[src/rtl/fbf_pkg.sv]
`timescale 1ns/1ps
// Shared types and helpers of the framebuffer fetch engine.
// Assumes burst lengths never exceed 16 words.
package fbf_pkg;

    localparam int LENW = 5;

    typedef enum logic [2:0] {
        ST_IDLE,
        ST_DELAY,
        ST_ARM,
        ST_REQ,
        ST_DATA
    } fbf_state_e;

    // Words per burst for a 3-bit size code; codes above 4 saturate at 16.
    function automatic logic [LENW-1:0] burst_words(input logic [2:0] code);
        logic [LENW-1:0] w;
        case (code)
            3'd0:    w = LENW'(1);
            3'd1:    w = LENW'(2);
            3'd2:    w = LENW'(4);
            3'd3:    w = LENW'(8);
            default: w = LENW'(16);
        endcase
        return w;
    endfunction

endpackage

[src/rtl/fbf_cfg_decode.sv]
`timescale 1ns/1ps
// Turns the coded burst size and FIFO threshold into word counts.
// Assumes FIFO_DEPTH is a power of two; the threshold is (code+1)/8 of depth.
module fbf_cfg_decode #(
    parameter int FIFO_DEPTH = 64,
    parameter int LVLW       = 7
) (
    input  logic [2:0]                 burst_code,
    input  logic [2:0]                 thresh_code,
    output logic [fbf_pkg::LENW-1:0]   blen,
    output logic [LVLW-1:0]            thresh_lvl
);
    import fbf_pkg::*;

    // Burst length lookup.
    always_comb begin : burst_lookup
        blen = burst_words(burst_code);
    end

    generate
        if (FIFO_DEPTH >= 8) begin : g_step
            localparam int STEP = FIFO_DEPTH / 8;
            // Threshold in whole eighths of the FIFO.
            always_comb begin : thresh_calc
                thresh_lvl = LVLW'((int'(thresh_code) + 1) * STEP);
            end
        end else begin : g_small
            // Shallow FIFO: scale, never below one word.
            always_comb begin : thresh_calc
                int t;
                t = ((int'(thresh_code) + 1) * FIFO_DEPTH) / 8;
                thresh_lvl = (t < 1) ? LVLW'(1) : LVLW'(t);
            end
        end
    endgenerate

endmodule

[src/rtl/fbf_addr_seq.sv]
`timescale 1ns/1ps
// Tracks the current fetch address and region, trims bursts at the region's
// last address, swaps regions and raises the end-of-frame pulse.
// Assumes base <= ceiling for both regions and static configuration.
module fbf_addr_seq #(
    parameter int AW = 16
) (
    input  logic                       clk,
    input  logic                       rst_n,
    input  logic [AW-1:0]              base0_addr,
    input  logic [AW-1:0]              ceil0_addr,
    input  logic [AW-1:0]              base1_addr,
    input  logic [AW-1:0]              ceil1_addr,
    input  logic [fbf_pkg::LENW-1:0]   blen,
    input  logic                       restart,
    input  logic                       advance,
    output logic [AW-1:0]              cur_addr,
    output logic [fbf_pkg::LENW-1:0]   eff_len,
    output logic                       eof,
    output logic                       eof_buf
);
    import fbf_pkg::*;

    logic            region;
    logic [AW-1:0]   ceil_cur;
    logic [AW:0]     remaining;
    logic            last_burst;

    // Words left in the region, last address inclusive.
    always_comb begin : span_calc
        ceil_cur   = region ? ceil1_addr : ceil0_addr;
        remaining  = {1'b0, ceil_cur} - {1'b0, cur_addr} + (AW+1)'(1);
        last_burst = remaining <= (AW+1)'(blen);
        eff_len    = last_burst ? LENW'(remaining) : blen;
    end

    // Address and region register with region swap on the final burst.
    always_ff @(posedge clk) begin : addr_update
        if (!rst_n) begin
            cur_addr <= '0;
            region   <= 1'b0;
            eof      <= 1'b0;
            eof_buf  <= 1'b0;
        end else begin
            eof <= 1'b0;
            if (restart) begin
                cur_addr <= base0_addr;
                region   <= 1'b0;
            end else if (advance) begin
                if (last_burst) begin
                    region   <= ~region;
                    cur_addr <= region ? base0_addr : base1_addr;
                    eof      <= 1'b1;
                    eof_buf  <= region;
                end else begin
                    cur_addr <= cur_addr + AW'(eff_len);
                end
            end
        end
    end


    eof_pulse_chk: assert property (@(posedge clk) disable iff (!rst_n)
        eof |=> !eof);


    region_wrap_chk: assert property (@(posedge clk) disable iff (!rst_n)
        eof |-> (cur_addr == (eof_buf ? base0_addr : base1_addr)));

endmodule

[src/rtl/fbf_gate.sv]
`timescale 1ns/1ps
// Decides whether the pixel FIFO can take the next burst: level below the
// threshold and enough free words for the whole burst.
// Assumes fifo_level never exceeds FIFO_DEPTH.
module fbf_gate #(
    parameter int FIFO_DEPTH = 64,
    parameter int LVLW       = 7
) (
    input  logic [LVLW-1:0]            fifo_level,
    input  logic [LVLW-1:0]            thresh_lvl,
    input  logic [fbf_pkg::LENW-1:0]   eff_len,
    output logic                       gate_ok
);
    logic [LVLW:0] free_words;

    // Room and threshold test.
    always_comb begin : room_test
        free_words = (LVLW+1)'(FIFO_DEPTH) - {1'b0, fifo_level};
        gate_ok    = (fifo_level < thresh_lvl) &&
                     (free_words >= (LVLW+1)'(eff_len));
    end

endmodule

[src/rtl/fbf_fsm.sv]
`timescale 1ns/1ps
// Burst sequencer: idle gap, FIFO gate wait, request hold until grant and
// beat counting. A granted burst always runs to its last beat.
// Assumes one burst in flight at a time and in-order beats.
module fbf_fsm #(
    parameter int DLYW = 8
) (
    input  logic                       clk,
    input  logic                       rst_n,
    input  logic                       enable,
    input  logic [DLYW-1:0]            req_delay,
    input  logic                       gate_ok,
    input  logic [fbf_pkg::LENW-1:0]   eff_len,
    input  logic                       mem_gnt,
    input  logic                       mem_rvalid,
    output logic                       mem_req,
    output logic                       fifo_wr,
    output logic                       restart,
    output logic                       advance
);
    import fbf_pkg::*;

    fbf_state_e            state;
    logic [DLYW-1:0]       dly_cnt;
    logic [LENW-1:0]       beats_left;

    // State, delay counter and beat counter.
    always_ff @(posedge clk) begin : state_update
        if (!rst_n) begin
            state      <= ST_IDLE;
            dly_cnt    <= '0;
            beats_left <= '0;
        end else begin
            case (state)
                ST_IDLE: begin
                    if (enable) begin
                        state   <= ST_DELAY;
                        dly_cnt <= req_delay;
                    end
                end
                ST_DELAY: begin
                    if (!enable)                 state   <= ST_IDLE;
                    else if (dly_cnt == '0)      state   <= ST_ARM;
                    else                         dly_cnt <= dly_cnt - DLYW'(1);
                end
                ST_ARM: begin
                    if (!enable)      state <= ST_IDLE;
                    else if (gate_ok) state <= ST_REQ;
                end
                ST_REQ: begin
                    if (mem_gnt) begin
                        state      <= ST_DATA;
                        beats_left <= eff_len;
                    end
                end
                ST_DATA: begin
                    if (mem_rvalid) begin
                        if (beats_left == LENW'(1)) begin
                            if (enable) begin
                                state   <= ST_DELAY;
                                dly_cnt <= req_delay;
                            end else begin
                                state   <= ST_IDLE;
                            end
                        end else begin
                            beats_left <= beats_left - LENW'(1);
                        end
                    end
                end
                default: state <= ST_IDLE;
            endcase
        end
    end

    // Output decode from the state.
    always_comb begin : out_decode
        mem_req = (state == ST_REQ);
        fifo_wr = (state == ST_DATA) && mem_rvalid;
        advance = fifo_wr && (beats_left == LENW'(1));
        restart = (state == ST_IDLE);
    end


    req_hold_chk: assert property (@(posedge clk) disable iff (!rst_n)
        (mem_req && !mem_gnt) |=> mem_req);


    gate_block_chk: assert property (@(posedge clk) disable iff (!rst_n)
        (state == ST_ARM && !gate_ok) |=> !mem_req);


    idle_hold_chk: assert property (@(posedge clk) disable iff (!rst_n)
        (state == ST_IDLE && !enable) |=> !mem_req);

endmodule

[src/rtl/fb_fetch_engine.sv]
`timescale 1ns/1ps
// Framebuffer fetch engine: streams two ping-pong regions into a pixel FIFO
// by burst reads, gated by FIFO room and threshold, with end-of-frame pulses.
// Assumes configuration is held stable while enable is high.
module fb_fetch_engine #(
    parameter int AW         = 16,
    parameter int DW         = 32,
    parameter int FIFO_DEPTH = 64,
    parameter int DLYW       = 8,
    localparam int LVLW      = $clog2(FIFO_DEPTH) + 1,
    localparam int LENW      = fbf_pkg::LENW
) (
    input  logic              clk,
    input  logic              rst_n,
    input  logic              enable,
    input  logic [AW-1:0]     base0_addr,
    input  logic [AW-1:0]     ceil0_addr,
    input  logic [AW-1:0]     base1_addr,
    input  logic [AW-1:0]     ceil1_addr,
    input  logic [2:0]        burst_code,
    input  logic [2:0]        thresh_code,
    input  logic [DLYW-1:0]   req_delay,
    input  logic [LVLW-1:0]   fifo_level,
    output logic              mem_req,
    output logic [AW-1:0]     mem_addr,
    output logic [LENW-1:0]   mem_len,
    input  logic              mem_gnt,
    input  logic              mem_rvalid,
    input  logic [DW-1:0]     mem_rdata,
    output logic              fifo_wr,
    output logic [DW-1:0]     fifo_wdata,
    output logic              frame_done,
    output logic              frame_buf
);
    logic [LENW-1:0]  blen;
    logic [LVLW-1:0]  thresh_lvl;
    logic [LENW-1:0]  eff_len;
    logic             gate_ok;
    logic             restart;
    logic             advance;

    fbf_cfg_decode #(.FIFO_DEPTH(FIFO_DEPTH), .LVLW(LVLW)) u_dec (
        .burst_code  (burst_code),
        .thresh_code (thresh_code),
        .blen        (blen),
        .thresh_lvl  (thresh_lvl)
    );

    fbf_addr_seq #(.AW(AW)) u_seq (
        .clk        (clk),
        .rst_n      (rst_n),
        .base0_addr (base0_addr),
        .ceil0_addr (ceil0_addr),
        .base1_addr (base1_addr),
        .ceil1_addr (ceil1_addr),
        .blen       (blen),
        .restart    (restart),
        .advance    (advance),
        .cur_addr   (mem_addr),
        .eff_len    (eff_len),
        .eof        (frame_done),
        .eof_buf    (frame_buf)
    );

    fbf_gate #(.FIFO_DEPTH(FIFO_DEPTH), .LVLW(LVLW)) u_gate (
        .fifo_level (fifo_level),
        .thresh_lvl (thresh_lvl),
        .eff_len    (eff_len),
        .gate_ok    (gate_ok)
    );

    fbf_fsm #(.DLYW(DLYW)) u_fsm (
        .clk        (clk),
        .rst_n      (rst_n),
        .enable     (enable),
        .req_delay  (req_delay),
        .gate_ok    (gate_ok),
        .eff_len    (eff_len),
        .mem_gnt    (mem_gnt),
        .mem_rvalid (mem_rvalid),
        .mem_req    (mem_req),
        .fifo_wr    (fifo_wr),
        .restart    (restart),
        .advance    (advance)
    );

    // Request length and data pass-through to the FIFO.
    always_comb begin : port_map
        mem_len    = eff_len;
        fifo_wdata = mem_rdata;
    end


    len_bound_chk: assert property (@(posedge clk) disable iff (!rst_n)
        mem_req |-> (mem_len != '0) && (mem_len <= blen));


    addr_hold_chk: assert property (@(posedge clk) disable iff (!rst_n)
        (mem_req && !mem_gnt) |=> $stable(mem_addr) && $stable(mem_len));

endmodule

[config.mk]
export PLATFORM = sky130hd
export DESIGN_NAME = fb_fetch_engine
export DESIGN_NICKNAME = d
export VERILOG_FILES = /design/src/rtl/fbf_pkg.sv /design/src/rtl/fbf_cfg_decode.sv /design/src/rtl/fbf_addr_seq.sv /design/src/rtl/fbf_gate.sv /design/src/rtl/fbf_fsm.sv /design/src/rtl/fb_fetch_engine.sv
export SDC_FILE = /design/constraint.sdc
export NUM_CORES = 1
export LEC_CHECK = 0
export ABC_CLOCK_PERIOD_IN_PS = 20400
export BUFFER_PORTS_ARGS = -buffer_cell sky130_fd_sc_hd__buf_2
export CAP_MARGIN = 20
export CORE_MARGIN = 2
export CORE_UTILIZATION = 35
export DETAILED_ROUTE_END_ITERATION = 7
export MAX_ROUTING_LAYER = met4
export PLACE_DENSITY = 0.6
export SYNTH_ARGS = -nofsm -noshare
export SYNTH_HDL_FRONTEND = slang
export SYNTH_SLANG_ARGS = --single-unit
[constraint.sdc]
create_clock -name clk -period 20.4 [get_ports clk]
set_input_delay 2.04 -clock clk [delete_from_list [all_inputs] [get_ports clk]]
set_output_delay 2.04 -clock clk [all_outputs]
set_load 0.01 [all_outputs]
==> summary.txt, run 1 <==
outcome = finished, final reports clean
setup slack after layout = 11.46 ns
internal reg-to-reg setup slack = 13.38 ns
FF-to-FF Start = u_seq.region$_SDFFE_PP0P_
MaxCap Viol Count = 0
Post-Place Cells = 857
area delta synth->final = 14.16%
grt ovf = 0
clock transition at the registers of the reported paths = 0.06 ns
RSZ-0062 raised after global routing = false
Hold Path Class = register to register
count leader, synth = nand2_1
Detail Placement HPWL = 11.60 mm
crit path kind = input port to output pin
Worst slew margin = 0.5260
Final Hold Viols = 0
post-CTS setup buffers = 0
WHS Endpoint = u_seq.eof_buf$_SDFFE_PN0P_
Critical Path AT = 6.90 ns
EDFF count, synth = 0
CTS buffer count = 5
Final Cycle Share = 0.4382
CTS tree = yes
via/cell ratio = 5.474
IR Drop Worst-Case VDD = 0.04423 mV
Clock Latency Late Sink = 0.28 ns
share of cells above drive strength 1 = 0.2355
Antenna Violating Nets Remaining = 0
post-synth cell types = 72
Layout Cells excl Fill = 868
Buffers on Ports = 114
Die Height = 120.9 um
share of Yosys cell area claimed by the top area cell type = 0.1466
DRC errors left = 0
top area cells in the synthesized netlist = dfxtp_1 (15%), ha_1 (14%), mux2i_1 (5.0%)
worst r2r dst = u_seq.cur_addr[13]$_SDFFE_PN0P_
worst hold start = u_seq.eof_buf$_SDFFE_PN0P_
Crit path required time = 18.36 ns
largest net degree at the start of global routing = 29
Fmax = 111.9 MHz
antenna violations before repair = 0
kind of cell adding the most delay to the critical path = simple AND/OR/NAND/NOR gates
Synth Warn # = 0
final setup fails = 0
final WL = 14.25 mm
CP max stage cell = or4_1
diode count = 0
CTS Buffer Depth = 2
pre-CTS setup slack = 11.11 ns
Die X-Extent = 120.9 um
Leak Pwr = 0.002444 uW
Worst Tran Pin Value = 0.7012 ns
Ports = 179
Via Count = 4751
FFs w/ async S/R, synth = 0
sequential-to-total area share from yosys stat = 0.1466
Hold Path Cell Cnt = 2
worst-path fanout max = 17
worst reg-to-reg path cell count = 28
Slew Limit Fails = 0
initial core utilization = 0.3595
post-place instance area = 0.005259 mm^2
gr usage total = 0.2019
Routability Congestion = 0.9265
DR iter-0 viols = 218
# clock sinks = 35
Post-Syn Area = 0.004780 mm^2
die area = 0.01461 mm^2
Core ar. = 0.01330 mm^2
Synth Flop Type = dfxtp_1
H-tree depth = 2
startpoint types = input port
post-route cell area = 0.005456 mm^2
biggest area consumer among synthesized cells = dfxtp_1
Worst Path Buf+Inv = 6
first-pass GRT wire length = 23.34 mm
Rows = 42
fin crit period = 8.939 ns
post-DR wirelength/cell = 16.42 um
Synth Area per Inst = 7.672 um^2
top cells by instance count after synthesis = nand2_1 (56), ha_1 (54), inv_1 (50), nor2_1 (40), a21oi_1 (38)
clock skew = 0.005178 ns
root buf cell = clkbuf_16
vias in the first global route = 4660
setup TNS = 0 ns
Cells after Synth = 623
Yosys reg bits = 35
post-synthesis net count = 801
post_cts resized = 0
critical-path cell list = buf_2 > mux2i_1 > ha_1 > inv_1 > ha_1 > inv_1 > fa_1 > xnor2_1 > ha_1 > a21oi_1 > a21boi_0 > o32a_1 > or4_1 > or4_4 > nor4b_4 > nand2b_1 > buf_6 > mux2_2 > inv_1 > buf_2
Final nets = 869
Worst setup EP type = output pin
Slowest Stage Delay on Critical Path = 0.51 ns
Cell Pwr Density = 75.19 mW/mm^2
DRT Pass-1 Iters = 5
Hold-fix buffers, CTS = 0
where the power goes:
part           internal, uW  total, uW  switching (uW)  leakage [uW]
Combinational          96.3        229             133       0.00207
Sequential             77.2       88.8            11.6      0.000288
Clock                  60.8       92.5            31.7     0.0000868
Total                   234        410             176       0.00244
tightest hold or removal path: cells and delay by family, from the launching register on:
family,cells,cell delay (ns)
AOI/OAI and AO/OA,2,0.13
DFF,1,0.31
cell usage in the layout (no fill, tap or decap), types with 4 or more instances in the layout:
cell type / instances
mux2_2: 20
or3_1: 6
a21boi_0: 4
o21ai_0: 22
o21a_1: 8
nand2_1: 56
nor3_1: 14
dfxtp_1: 34
o21ai_1: 8
a211oi_1: 6
nor2_1: 40
nand4_1: 7
or4_1: 4
xnor2_1: 21
mux2i_1: 24
inv_1: 50
o221ai_1: 4
buf_4: 4
o221a_2: 4
xor2_1: 5
o211ai_1: 4
a32o_1: 9
nand3b_1: 5
a21oi_1: 38
a21o_1: 4
nor4b_1: 4
nor2b_1: 5
clkbuf_16: 5
a31oi_1: 7
o31ai_1: 12
nor4_1: 5
a22o_1: 5
nand2b_1: 7
buf_2: 114
nand3_1: 11
ha_1: 54
stage by stage:
step                power (uW)  hold WS (ns)  utilization
finish                   410.3        0.4839       0.4104
CTS                      409.4        0.4897       0.4086
detailed placement       316.5        0.4795       0.3955
floorplan                261.1        0.4755            -
global placement         311.6        0.4803       0.3955
global route             444.6        0.5417       0.4104
flip-flops by register name, indices dropped and copies added, names as in the netlist:
signal	flops
u_fsm.beats_left	5
u_fsm.dly_cnt	8
u_fsm.state	3
u_seq.cur_addr	16
u_seq.eof	1
u_seq.eof_buf	1
u_seq.region	1
worst max-delay path by stage:
stage / from / endpoint / slack (ns) / depth (start not counted)
6_report: ceil0_addr[1] / mem_len[1] / 11.46 / 20
5_1_grt: ceil1_addr[1] / mem_len[1] / 11.13 / 20
3_5_place_dp: ceil0_addr[1] / mem_len[1] / 11.11 / 19
2_1_floorplan: ceil1_addr[1] / mem_len[1] / 12.30 / 18
3_3_place_gp: ceil1_addr[1] / mem_len[1] / 11.24 / 19
4_1_cts: ceil0_addr[1] / mem_len[1] / 11.09 / 19
layer usage:
layer / track usage / wire length [um] / share of wire
met1: 0.2753 / 6868 / 0.48
met2: 0.3258 / 6573 / 0.46
met3: 0.02350 / 694 / 0.049
met4: 0.03561 / 117 / 0.0082
met5: - / 0 / 0
final cells by class:
class / instances / area, um^2
inverter: 51 / 191.4
clock buffer: 6 / 138.9
multi-input combinational: 478 / 3552
tap: 176 / 220.2
clock inverter: 2 / 35.03
sequential: 35 / 701.9
fill: 1377 / 7839
timing repair buffer: 120 / 616.8
cell families after synthesis:
logic type                 synth area share
buffers and inverters                0.1126
DFF                                  0.1466
adders and majority gates            0.1497
and+or+nand+nor                      0.1945
AOI/OAI and AO/OA                    0.2437
xor gates and xnor gates            0.04764
muxes                                0.1052
(Power assumes the default switching activity.)
==> inputs of run 2 (changes only) <==
Settings changed: ABC_CLOCK_PERIOD_IN_PS 20400 to 8750.
Clock period 20.4 ns to 8.75 ns, I/O delays scaled along.
==> run 2 against run 1 <==
  * Hold slack worse by 0.0049 ns
  * Design area is 0.83% lower
  * Largest power group unchanged
  * Largest cell class unchanged
  * Count of clock-buffer cells in the layout shrank 1
==> summary.txt, run 2 (synthesis gave the netlist of run 1 again) <==
outcome = finished, final reports clean (unchanged)
final setup fails = 0 (unchanged)
Slew Limit Fails = 0 (unchanged)
Ports = 179 (unchanged)
vias in the first global route = 4740 (was 4660)
number of flip-flops under the largest register name = 16 (unchanged)
clock transition at the registers of the reported paths = 0.06 ns (about the same)
Final Util = 0.4070 (was 0.4104)
post-place instance area = 0.005266 mm^2 (was 0.005259 mm^2)
Die X-Extent = 120.9 um (unchanged)
startpoint types = input port (unchanged)
fill count = 1366 (was 1377)
most frequent cells in the layout = buf_2 (114), nand2_1 (56), ha_1 (54) (unchanged)
worst hold start = u_seq.eof_buf$_SDFFE_PN0P_ (unchanged)
Slowest Stage Delay on Critical Path = 0.52 ns (was 0.51 ns)
DRT Pass-1 Iters = 5 (unchanged)
Crit. Startpoint = ceil1_addr[1] (was ceil0_addr[1])
post-DR wirelength/cell = 16.50 um (was 16.42 um)
root buf cell = clkbuf_16 (unchanged)
Biggest register = u_seq.cur_addr (unchanged)
H-tree depth = 2 (unchanged)
area delta synth->final = 13.22% (was 14.16%)
setup TNS = 0 ns (unchanged)
fin crit period = 7.002 ns
Worst Tran Pin Value = 1.024 ns (was 0.7012 ns)
Hold Worst Slack = 0.4790 ns (was 0.4839 ns)
Leak Pwr = 0.002423 uW (was 0.002444 uW)
Layout Cells excl Fill = 867 (was 868)
internal reg-to-reg setup slack = 1.87 ns (was 13.38 ns)
clock skew = 0.005138 ns (was 0.005178 ns)
Stages on worst setup path = 29 (was 20)
worst reg-to-reg path cell count = 28 (unchanged)
Cell Pwr Density = 169.6 mW/mm^2 (was 75.19 mW/mm^2)
die area = 0.01461 mm^2 (unchanged)
RSZ-0062 raised after global routing = false (unchanged)
commonest non-fill, non-tap cell in the layout = buf_2 (unchanged)
Detail Placement HPWL = 11.55 mm (was 11.60 mm)
Post-Place Cells = 858 (was 857)
final WL = 14.31 mm (was 14.25 mm)
post_cts resized = 0 (unchanged)
Crit path required time = 8.92 ns (was 18.36 ns)
kind of cell adding the most delay to the critical path = simple AND/OR/NAND/NOR gates (unchanged)
Hold Path Cell Cnt = 2 (unchanged)
Final Hold Viols = 0 (unchanged)
Worst setup EP type = register (was output pin)
CP dominant cell by count = ha_1
Final nets = 868 (was 869)
CP max stage cell = or4_1 (unchanged)
Rows = 42 (unchanged)
Critical Path AT = 7.18 ns (was 6.90 ns)
register area = 701.9 um^2 (unchanged)
worst r2r dst = u_seq.cur_addr[13]$_SDFFE_PN0P_ (unchanged)
Worst Path Buf+Inv = 5 (was 6)
grt ovf = 0 (unchanged)
Worst setup endpoint = u_seq.cur_addr[13]$_SDFFE_PN0P_ (was mem_len[1])
CTS buffer count = 5 (unchanged)
IR Drop Worst-Case VDD = 0.07944 mV (was 0.04423 mV)
Hold Path Class = register to register (unchanged)
# clock sinks = 35 (unchanged)
crit path kind = input port to register (was input port to output pin)
Hold-fix buffers, CTS = 0 (unchanged)
via/cell ratio = 5.657 (was 5.474)
Antenna Violating Nets Remaining = 0 (unchanged)
largest registers = u_seq.cur_addr x16, u_fsm.dly_cnt x8, u_fsm.beats_left x5 (unchanged)
Core ar. = 0.01330 mm^2 (unchanged)
Fmax = 142.8 MHz
Worst slew margin = 0.3149 (was 0.5260)
Die Height = 120.9 um (unchanged)
diode count = 0 (unchanged)
Via Count = 4905 (was 4751)
antenna violations before repair = 0 (unchanged)
multi-input combinational cell area = 0.003552 mm^2 (unchanged)
DR iter-0 viols = 226 (was 218)
post-CTS setup buffers = 0 (unchanged)
DRC errors left = 0 (unchanged)
initial core utilization = 0.3595 (unchanged)
post-route cell area = 0.005411 mm^2 (was 0.005456 mm^2)
share of cells above drive strength 1 = 0.2344 (was 0.2355)
Buffers on Ports = 114 (unchanged)
FF-to-FF Start = u_seq.region$_SDFFE_PP0P_ (unchanged)
CTS tree = yes (unchanged)
CTS Buffer Depth = 2 (unchanged)
Routability Congestion = 0.9284 (was 0.9265)
Final Cycle Share = 0.8003
Clock Latency Late Sink = 0.28 ns (about the same)
gr usage total = 0.1970 (was 0.2019)
largest net degree at the start of global routing = 29 (unchanged)
worst-path fanout max = 25 (was 17)
first-pass GRT wire length = 22.97 mm (was 23.34 mm)
MaxCap Viol Count = 0 (unchanged)
==> run 2: cell types whose count changed in the layout (fill, tap and decap cells not counted) <==
| cell | delta |
|---|---|
| clkbuf_8 | -1 |
| clkinv_2 | +2 |
| bufinv_16 | -1 |
| buf_6 | -1 |
==> run 2: through the flow <==
stage / setup slack [ns] / power, uW
after floorplan: 2.004 / 608.7
after global placement: 1.691 / 722.8
after detailed placement: 1.453 / 736.7
after CTS: 1.740 / 912.9
after global routing: 1.288 / 992.1
final: 1.748 / 917.6
==> run 2: worst min-delay path by stage <==
stage,slack (ns),endpoint
2_1_floorplan,0.48,u_fsm.dly_cnt[4]$_SDFFE_PN0P_
3_3_place_gp,0.48,u_seq.eof_buf$_SDFFE_PN0P_
3_5_place_dp,0.47,u_seq.eof_buf$_SDFFE_PN0P_
4_1_cts,0.48,u_seq.eof_buf$_SDFFE_PN0P_
5_1_grt,0.54,u_seq.eof_buf$_SDFFE_PN0P_
6_report,0.48,u_seq.eof_buf$_SDFFE_PN0P_
==> run 2: layer usage <==
metal	vias up	share of wire	global-route usage
met4	0	0.016	0.04942
met2	201	0.46	0.3216
met3	22	0.071	0.02444
met5	-	0	-
li1	2371	-	-
met1	2311	0.46	0.2589
==> run 2: where the power goes <==
part	switching [uW]	internal (uW)	total, uW
Sequential	26.3	180	206
Clock	71.1	104	175
Combinational	312	224	536
Total	409	508	918
==> run 2: worst register-to-register path, delay by kind of cell (launching register included) <==
| family | cells | cell delay (ns) |
|---|---|---|
| flops | 1 | 0.47 |
| compound gates | 8 | 1.65 |
| buf+inv | 4 | 0.47 |
| mux | 2 | 0.63 |
| xor+xnor | 2 | 0.35 |
| simple gates | 7 | 1.81 |
| fa+ha+maj | 5 | 1.38 |
==> run 2: layout make-up <==
cell class | count | area share
Multi-Input combinational cell | 478 | 0.6564
Sequential cell | 35 | 0.1297
Timing Repair Buffer | 119 | 0.1119
Tap cell | 176 | 0.04069
Inverter | 51 | 0.03538
Clock buffer | 5 | 0.02312
Clock inverter | 3 | 0.002775
